==> src/rtl/timer_pkg.sv <==
`timescale 1ns/1ps
package timer_pkg;
  localparam int CNT_W  = 16;
  localparam int FULL_W = CNT_W + 1;

  typedef enum logic [2:0] {
    M_TERM    = 3'd0,
    M_ONESHOT = 3'd1,
    M_RATE    = 3'd2,
    M_SQUARE  = 3'd3,
    M_SWSTB   = 3'd4,
    M_HWSTB   = 3'd5
  } tmode_e;

  // Codes 6 and 7 fold onto the rate and square modes.
  function automatic tmode_e norm_mode(input logic [2:0] code);
    case (code)
      3'd0: norm_mode = M_TERM;
      3'd1: norm_mode = M_ONESHOT;
      3'd2: norm_mode = M_RATE;
      3'd4: norm_mode = M_SWSTB;
      3'd5: norm_mode = M_HWSTB;
      3'd6: norm_mode = M_RATE;
      default: norm_mode = M_SQUARE;
    endcase
  endfunction

  function automatic logic [FULL_W-1:0] full_count(input logic [CNT_W-1:0] v);
    full_count = (v == '0) ? {1'b1, {CNT_W{1'b0}}} : {1'b0, v};
  endfunction

  function automatic logic is_periodic(input tmode_e m);
    is_periodic = (m == M_RATE) || (m == M_SQUARE);
  endfunction

  function automatic logic is_gate_trig(input tmode_e m);
    is_gate_trig = (m == M_ONESHOT) || (m == M_HWSTB);
  endfunction

  function automatic logic wave_level(input tmode_e m, input logic [FULL_W-1:0] pos,
                                      input logic [FULL_W-1:0] full, input logic wrapped);
    case (m)
      M_TERM:    wave_level = (pos >= full);
      M_ONESHOT: wave_level = (pos < full);
      M_RATE:    wave_level = wrapped && (pos == '0);
      M_SQUARE:  wave_level = (pos < (full >> 1));
      default:   wave_level = (pos == full);
    endcase
  endfunction

  function automatic logic [CNT_W-1:0] remaining(input tmode_e m, input logic [FULL_W-1:0] pos,
                                                 input logic [FULL_W-1:0] full);
    logic [FULL_W-1:0] diff;
    if (!is_periodic(m) && (pos > full)) diff = '0;
    else diff = full - pos;
    remaining = diff[CNT_W-1:0];
  endfunction
endpackage

==> src/rtl/tmr_count_core.sv <==
`timescale 1ns/1ps
module tmr_count_core
  import timer_pkg::*;
#(
  parameter int PW = FULL_W
) (
  input  logic          clk,
  input  logic          rst_n,
  input  logic          load_ev,
  input  logic          restart_ev,
  input  logic          tick_run,
  input  logic          periodic,
  input  logic [PW-1:0] full,
  output logic [PW-1:0] pos,
  output logic          wrapped,
  output logic          wrap_ev
);
  localparam logic [PW-1:0] ONE = PW'(1);

  assign wrap_ev = tick_run && periodic && (pos == full - ONE);

  always_ff @(posedge clk) begin
    if (!rst_n) begin
      pos     <= '0;
      wrapped <= 1'b0;
    end else if (load_ev || restart_ev) begin
      pos     <= '0;
      wrapped <= 1'b0;
    end else if (tick_run) begin
      if (wrap_ev) begin
        pos     <= '0;
        wrapped <= 1'b1;
      end else if (periodic || (pos <= full)) begin
        pos <= pos + ONE;
      end
    end
  end
endmodule

==> src/rtl/tmr_wave_gen.sv <==
`timescale 1ns/1ps
module tmr_wave_gen
  import timer_pkg::*;
(
  input  tmode_e            mode,
  input  logic [FULL_W-1:0] pos,
  input  logic [FULL_W-1:0] full,
  input  logic              wrapped,
  output logic              level,
  output logic [CNT_W-1:0]  live_val
);
  always_comb begin
    level    = wave_level(mode, pos, full, wrapped);
    live_val = remaining(mode, pos, full);
  end
endmodule

==> src/rtl/tmr_readback.sv <==
`timescale 1ns/1ps
module tmr_readback #(
  parameter int VW = 16,
  localparam int BW = VW / 2
) (
  input  logic          clk,
  input  logic          rst_n,
  input  logic          latch_cmd,
  input  logic          rd_strobe,
  input  logic [VW-1:0] live_val,
  output logic [BW-1:0] rd_data,
  output logic          hold_active,
  output logic [VW-1:0] hold_val
);
  logic          hi_sel;
  logic [VW-1:0] src;

  assign src     = hold_active ? hold_val : live_val;
  assign rd_data = hi_sel ? src[VW-1:BW] : src[BW-1:0];

  always_ff @(posedge clk) begin
    if (!rst_n) begin
      hold_active <= 1'b0;
      hold_val    <= '0;
      hi_sel      <= 1'b0;
    end else if (latch_cmd && !hold_active) begin
      hold_active <= 1'b1;
      hold_val    <= live_val;
      hi_sel      <= 1'b0;
    end else if (rd_strobe) begin
      hi_sel <= ~hi_sel;
      if (hold_active && hi_sel) hold_active <= 1'b0;
    end
  end
endmodule

==> src/rtl/interval_timer_chan.sv <==
`timescale 1ns/1ps
module interval_timer_chan
  import timer_pkg::*;
(
  input  logic             clk,
  input  logic             rst_n,
  input  logic             tick_en,
  input  logic             gate,
  input  logic             cfg_wr,
  input  logic [2:0]       cfg_mode,
  input  logic [CNT_W-1:0] cfg_count,
  input  logic             latch_cmd,
  input  logic             rd_strobe,
  output logic [7:0]       rd_data,
  output logic             wave_out
);
  tmode_e            mode_q;
  logic [FULL_W-1:0] full_q;
  logic              gate_q;
  logic [FULL_W-1:0] pos;
  logic              wrapped;
  logic              wrap_ev;
  logic [CNT_W-1:0]  live_val;
  logic              hold_active;
  logic [CNT_W-1:0]  hold_val;

  // Named events for the checker.
  logic load_ev, restart_ev, tick_run, gate_rise;
  assign load_ev    = cfg_wr;
  assign gate_rise  = gate && !gate_q;
  assign restart_ev = !cfg_wr && is_gate_trig(mode_q) && gate_rise;
  assign tick_run   = tick_en && !cfg_wr && !restart_ev && (gate || is_gate_trig(mode_q));

  always_ff @(posedge clk) begin
    if (!rst_n) begin
      mode_q <= M_SQUARE;
      full_q <= full_count('0);
      gate_q <= 1'b0;
    end else begin
      gate_q <= gate;
      if (cfg_wr) begin
        mode_q <= norm_mode(cfg_mode);
        full_q <= full_count(cfg_count);
      end
    end
  end

  tmr_count_core #(.PW(FULL_W)) u_core (
    .clk(clk), .rst_n(rst_n), .load_ev(load_ev), .restart_ev(restart_ev),
    .tick_run(tick_run), .periodic(is_periodic(mode_q)), .full(full_q),
    .pos(pos), .wrapped(wrapped), .wrap_ev(wrap_ev)
  );

  tmr_wave_gen u_wave (
    .mode(mode_q), .pos(pos), .full(full_q), .wrapped(wrapped),
    .level(wave_out), .live_val(live_val)
  );

  tmr_readback #(.VW(CNT_W)) u_rb (
    .clk(clk), .rst_n(rst_n), .latch_cmd(latch_cmd), .rd_strobe(rd_strobe),
    .live_val(live_val), .rd_data(rd_data), .hold_active(hold_active),
    .hold_val(hold_val)
  );
endmodule

==> config.mk <==
export PLATFORM = sky130hd
export DESIGN_NAME = interval_timer_chan
export DESIGN_NICKNAME = d
export VERILOG_FILES = /design/src/rtl/timer_pkg.sv /design/src/rtl/tmr_count_core.sv /design/src/rtl/tmr_wave_gen.sv /design/src/rtl/tmr_readback.sv /design/src/rtl/interval_timer_chan.sv
export SDC_FILE = /design/constraint.sdc
export NUM_CORES = 1
export LEC_CHECK = 0
export BUFFER_PORTS_ARGS = -buffer_cell sky130_fd_sc_hd__clkbuf_2
export CORE_MARGIN = 4
export CORE_UTILIZATION = 40
export DETAILED_ROUTE_END_ITERATION = 16
export PLACE_DENSITY = 0.6
export SLEW_MARGIN = 5
export SYNTH_ARGS = -nofsm -noshare
export SYNTH_HDL_FRONTEND = slang
export SYNTH_SLANG_ARGS = --single-unit
==> constraint.sdc <==
create_clock -name clk -period 5.7 [get_ports clk]
set_input_delay 1.14 -clock clk [delete_from_list [all_inputs] [get_ports clk]]
set_output_delay 1.14 -clock clk [all_outputs]
set_load 0.02 [all_outputs]
# Word-level counts from Yosys, hierarchy flattened
# Cells that the tools add are included.
# classes
add_sub_neg	3
n_bitwise	2
eq_ne	11
reduce_logical	35
n_lt_le_gt_ge	5
muxes	11
# op_table
cell	count
17-bit 2-to-1 mux	3
17-bit == test	2
16-bit 2-to-1 mux	2
17-bit by 1-bit adder with 17-bit output (second input constant)	1
17-bit greater-or-equal comparator	1
17-bit greater-than comparator	1
17-bit less-or-equal comparator	1
17-bit logical NOT	1
17-bit by 16-bit < comparator with 1-bit output	1
17-bit < comparator	1
17-bit by 1-bit subtractor with 17-bit output (second input constant)	1
16-bit logical NOT	1
16-bit subtractor	1
3-bit case mux with 5 select lines	1
3-bit == test (second input constant)	4
1-bit logical AND	12
3-bit by 2-bit == test with 1-bit output (second input constant)	3
8-bit 2-to-1 mux	1
3-bit by 1-bit == test with 1-bit output (second input constant)	2
3-bit logical NOT	2
2-bit AND reduction	3
2-bit nonzero test	3
2-bit OR reduction	3
1-bit logical NOT	5
4 further kinds	11
# totals
in_bits	26
ff_bits	57
wordCells	75
out_inout_bits	9

# Depth between registers and ports, before layout
# depth
word_depth	11
mapped_depth	13
depth_no_buf	12

# Cells and area by module
# From an unflattened synthesis, not the netlist that was laid out.
# unflattened
hier_cells	659
hier_area_um2	5487.8
# by_module_without_submodules
module	n_inst	seq_area_each_um2	cells_per_inst	area_per_inst_um2
tmr_count_core	1	360.3	254	2031.9
tmr_wave_gen	1	0.0	236	1660.3
interval_timer_chan	1	420.4	82	912.1
tmr_readback	1	360.3	87	883.3

# Worst setup path before layout
# No wires, ideal clock.
# synth_path
kind	flip-flop to output port
from	register full_q[7]
to	output port rd_data[2]
setup_slack_ns	1.514
arrival_ns	3.046
path_buffers	3
stages_incl_launch_ff	14
t_required_ns	4.560
path_cell_list	dfxtp_1 -> clkbuf_1 -> inv_1 -> ha_1 -> and4_1 -> and3_1 -> a221oi_1 -> o41ai_4 -> and2_0 -> buf_2 -> buf_2 -> nor2_1 -> a22oi_1 -> a21oi_1
# synth_via
elab_chain_len	5
word_cells_on_any_way	6
classes_between	1 x add/sub; 1 x order compare; 3 x mux; 1 x reduce/logical
# synth_rtl
item	line_no	rtl
from (decl)	interval_timer_chan.sv:18	logic [FULL_W-1:0] full_q;
from (signal assigned)	interval_timer_chan.sv:37	full_q <= full_count('0);
from (signal assigned)	interval_timer_chan.sv:43	full_q <= full_count(cfg_count);
17-bit greater-than comparator	timer_pkg.sv:54	if (!is_periodic(m) && (pos > full)) diff = '0;
1-bit logical AND	timer_pkg.sv:54	
16-bit 2-to-1 mux *	timer_pkg.sv:54	
16-bit 2-to-1 mux *	tmr_readback.sv:18	assign src = hold_active ? hold_val : live_val;
8-bit 2-to-1 mux *	tmr_readback.sv:19	assign rd_data = hi_sel ? src[VW-1:BW] : src[BW-1:0];
to (decl)	interval_timer_chan.sv:14	output logic [7:0] rd_data,
# Mark *: on every way between the ends. The rest lies on a longest branch, timed or not.

# Worst setup path in the final report
# layout_path
from	register full_q[5]
to	output port rd_data[1]
# The elaborated chain is that of the path after synthesis.

==> run summary <==
Post-CTS Hold Fix Bufs - 0
half-perimeter wire length of the detailed placement result - 10250 µm
clock sink count - 57
TritonCTS clock tree - done
final cell count without fillers - 740
clock transition at the register clock pins on the worst setup and hold paths after CTS - 0.05 ns
share of Yosys cell area claimed by the top area cell type - 0.2431
list of most frequent post-synthesis cells - dfxtp_1 (57), ha_1 (50), inv_1 (41)
count of cells along the worst register-to-register path - 10
Final period util - 0.8791
dominant cells by area after synthesis - dfxtp_1 (24%), ha_1 (13%), xnor2_1 (5.6%), nor2b_1 (3.6%), xor2_1 (3.4%)
first-pass GRT wire length - 21620 µm
maximum number of pins on one net before global-route repair - 42
placeable core region - 0.01147 mm²
IO buf count - 34
Max Clock Freq - 199.6 MHz
Die ar. - 0.01353 mm²
worst vdd ir - 258.9 µV
remaining max-slew budget at the tightest pin - 0.3304
Unique masters post-synth - 65
first-iteration detailed-routing DRC count - 407
Final nets - 669
Vias/cell - 5.842
setup repair after global routing missed its margin - false
Main synth FF type - dfxtp_1
Syn Area/Cell - 8.179 µm²
IO Count - 35
root buffer cell - clkbuf_16
hold path depth - 2
number of failing setup endpoints in the final timing report - 0
measured slew at the worst slew-check pin - 0.9904 ns
share of final-layout standard cells stronger than drive strength 1 - 0.1072
critical setup path kind - flip-flop to output port
worst min-delay path category - flip-flop to flip-flop
length of the first detailed-routing pass in iterations - 5
Starting Density - 0.4094
total placed cells including tap cells - 724
Critical Path Fanout Max - 15
insertion delay to the later sink of the worst-skew pair - 0.35 ns
gpl congestion - 0.8949
run status - finished clean
clock tree skew after final layout - 0.006707 ns
Worst Hold Slack - 0.4607 ns
number of placement rows - 39
largest area contributor in the netlist - dfxtp_1
worst path arrival time - 3.87 ns
summed negative setup slack over all endpoints - 0 ns
Syn Std Cell Area - 0.004695 mm²
Post-CTS Setup Inserts - 0
residual antenna-violating net count after detailed routing - 0
Wirelength per Cell - 17.89 µm
die extent in x - 116.3 µm
share of synthesized flip-flops with an asynchronous set or reset - 0
final number of max-transition violations - 0
die height - 116.3 µm
max cap viols - 0
routed wire length - 13240 µm
nature of the critical path endpoint - output port
PostCTS Resize Cnt - 0
most frequent cell after synthesis - dfxtp_1
total congestion overflow - 0
static leakage - 2.124 nW
remaining design rule violation count - 0
count of H-tree levels built during CTS - 3
layout filler cell count - 1125
instance count of the mapped netlist - 574
maximum count of clock buffers along a single path - 2
total via count in the routed design - 4323
area growth from synthesis to final layout - 11.62%
net count after synthesis - 651
power density over the cells - 251.1 mW/mm²
via count of the first global-routing pass - 4202
overall power after layout - 1.316 mW
Post-synth EDFFs - 0
required time at the endpoint of the critical path - 4.56 ns
portion of the post-synthesis area used by sequential elements - 0.2431
flops & latches, synth - 57
ant diodes - 0
Total Routing Usage GR - 0.2077
minimum clock period after layout - 5.011 ns
antenna violations before repair - 0
Worst setup SP type - flip-flop
Yosys Warn Count - 0
Final Hold Fails - 0
TritonCTS buffer count - 9
## registers in the layout, summed over array words and instances, names as in the netlist
register,flops
u_rb.hi_sel,1
full_q,17
gate_q,1
mode_q,3
u_rb.hold_val,16
u_core.wrapped,1
u_core.pos,17
u_rb.hold_active,1
## cell usage in the layout, fill, tap and decap left out, types with 3 or more instances in the layout
| cell | count |
|---|---|
| inv_1 | 41 |
| o22ai_1 | 4 |
| a221oi_1 | 3 |
| clkbuf_2 | 34 |
| mux4_2 | 3 |
| or3_1 | 5 |
| xor2_1 | 18 |
| o21ai_0 | 24 |
| ha_1 | 50 |
| dfxtp_1 | 57 |
| nor4_1 | 12 |
| mux2i_1 | 9 |
| nor3_1 | 10 |
| a21oi_1 | 29 |
| a21o_1 | 5 |
| nor2_1 | 36 |
| nand2b_1 | 6 |
| and3_1 | 12 |
| o211ai_1 | 5 |
| clkbuf_16 | 9 |
| xnor2_1 | 30 |
| or4_1 | 4 |
| nand2_1 | 34 |
| o21bai_1 | 4 |
| nor2b_1 | 27 |
| a31oi_1 | 6 |
| nand4_1 | 13 |
| a211oi_1 | 4 |
| o21a_1 | 6 |
| a21boi_0 | 6 |
| nand3_1 | 20 |
| o31ai_1 | 3 |
| a22oi_1 | 17 |
| and2_1 | 7 |
## critical path, stage by stage (launching register included)
cell,delay [ns]
dfxtp_1,0.49
inv_1,0.13
ha_1,0.43
and4_1,0.28
and3_1,0.20
a221oi_1,0.12
o41ai_4,0.38
and2_0,0.67
nor2_1,0.15
mux4_2,0.49
clkbuf_2,0.17
## kinds of logic (layout without fill, tap and decap cells)
family | after synthesis | count (layout) | synth area share
multiplexers | 12 | 12 | 0.03358
adder cells (fa/ha/maj) | 51 | 51 | 0.1375
buffers and inverters | 68 | 91 | 0.05810
AND/OR/NAND/NOR | 201 | 201 | 0.2332
XOR/XNOR | 48 | 48 | 0.08955
flip-flops | 57 | 57 | 0.2431
AO/OA/AOI/OAI | 137 | 137 | 0.2050
## area by class of cell
cell class | count | area [µm²] | share of cell area
repair buffers | 34 | 170.2 | 0.03247
flip-flops and latches | 57 | 1141 | 0.2178
clock inverters | 5 | 62.56 | 0.01194
inverters | 41 | 153.9 | 0.02937
well taps | 143 | 178.9 | 0.03415
clock buffers | 11 | 252.7 | 0.04823
multi-input cells | 449 | 3281 | 0.6261
## power by group
group / internal (mW) / switching (mW) / total [mW]
logic: 0.123 / 0.177 / 0.299
clock network: 0.364 / 0.206 / 0.570
registers: 0.418 / 0.0284 / 0.447
## per-stage QoR
| step | instance area, µm² | worst slack, ns | utilization |
|---|---|---|---|
| after CTS | 5240 | 0.7062 | 0.4570 |
| final | 5240 | 0.6893 | 0.4570 |
| after global routing | 5240 | 0.3892 | 0.4570 |
| after global placement | 4925 | 1.233 | 0.4295 |
| after floorplan | 4695 | 1.514 | - |
| after detailed placement | 4925 | 1.078 | 0.4295 |
## metal layers
metal | share of wire | track usage
met5 | 0 | 0
met4 | 0.035 | 0.1106
met3 | 0.059 | 0.04974
met2 | 0.45 | 0.3219
met1 | 0.45 | 0.2670
## worst paths after layout
check | from | to | slack, ns
worst max-delay path | full_q[5]$_SDFFE_PN0P_ | rd_data[1] | 0.69
worst min-delay path | u_rb.hold_val[3]$_SDFFE_PN0P_ | u_rb.hold_val[3]$_SDFFE_PN0P_ | 0.46
worst max register to register | full_q[4]$_SDFFE_PN0P_ | u_core.pos[13]$_SDFFE_PP0P_ | 2.15
worst min register to register | u_rb.hold_val[3]$_SDFFE_PN0P_ | u_rb.hold_val[3]$_SDFFE_PN0P_ | 0.46
No activity file was read; power rests on OpenSTA's default activity.
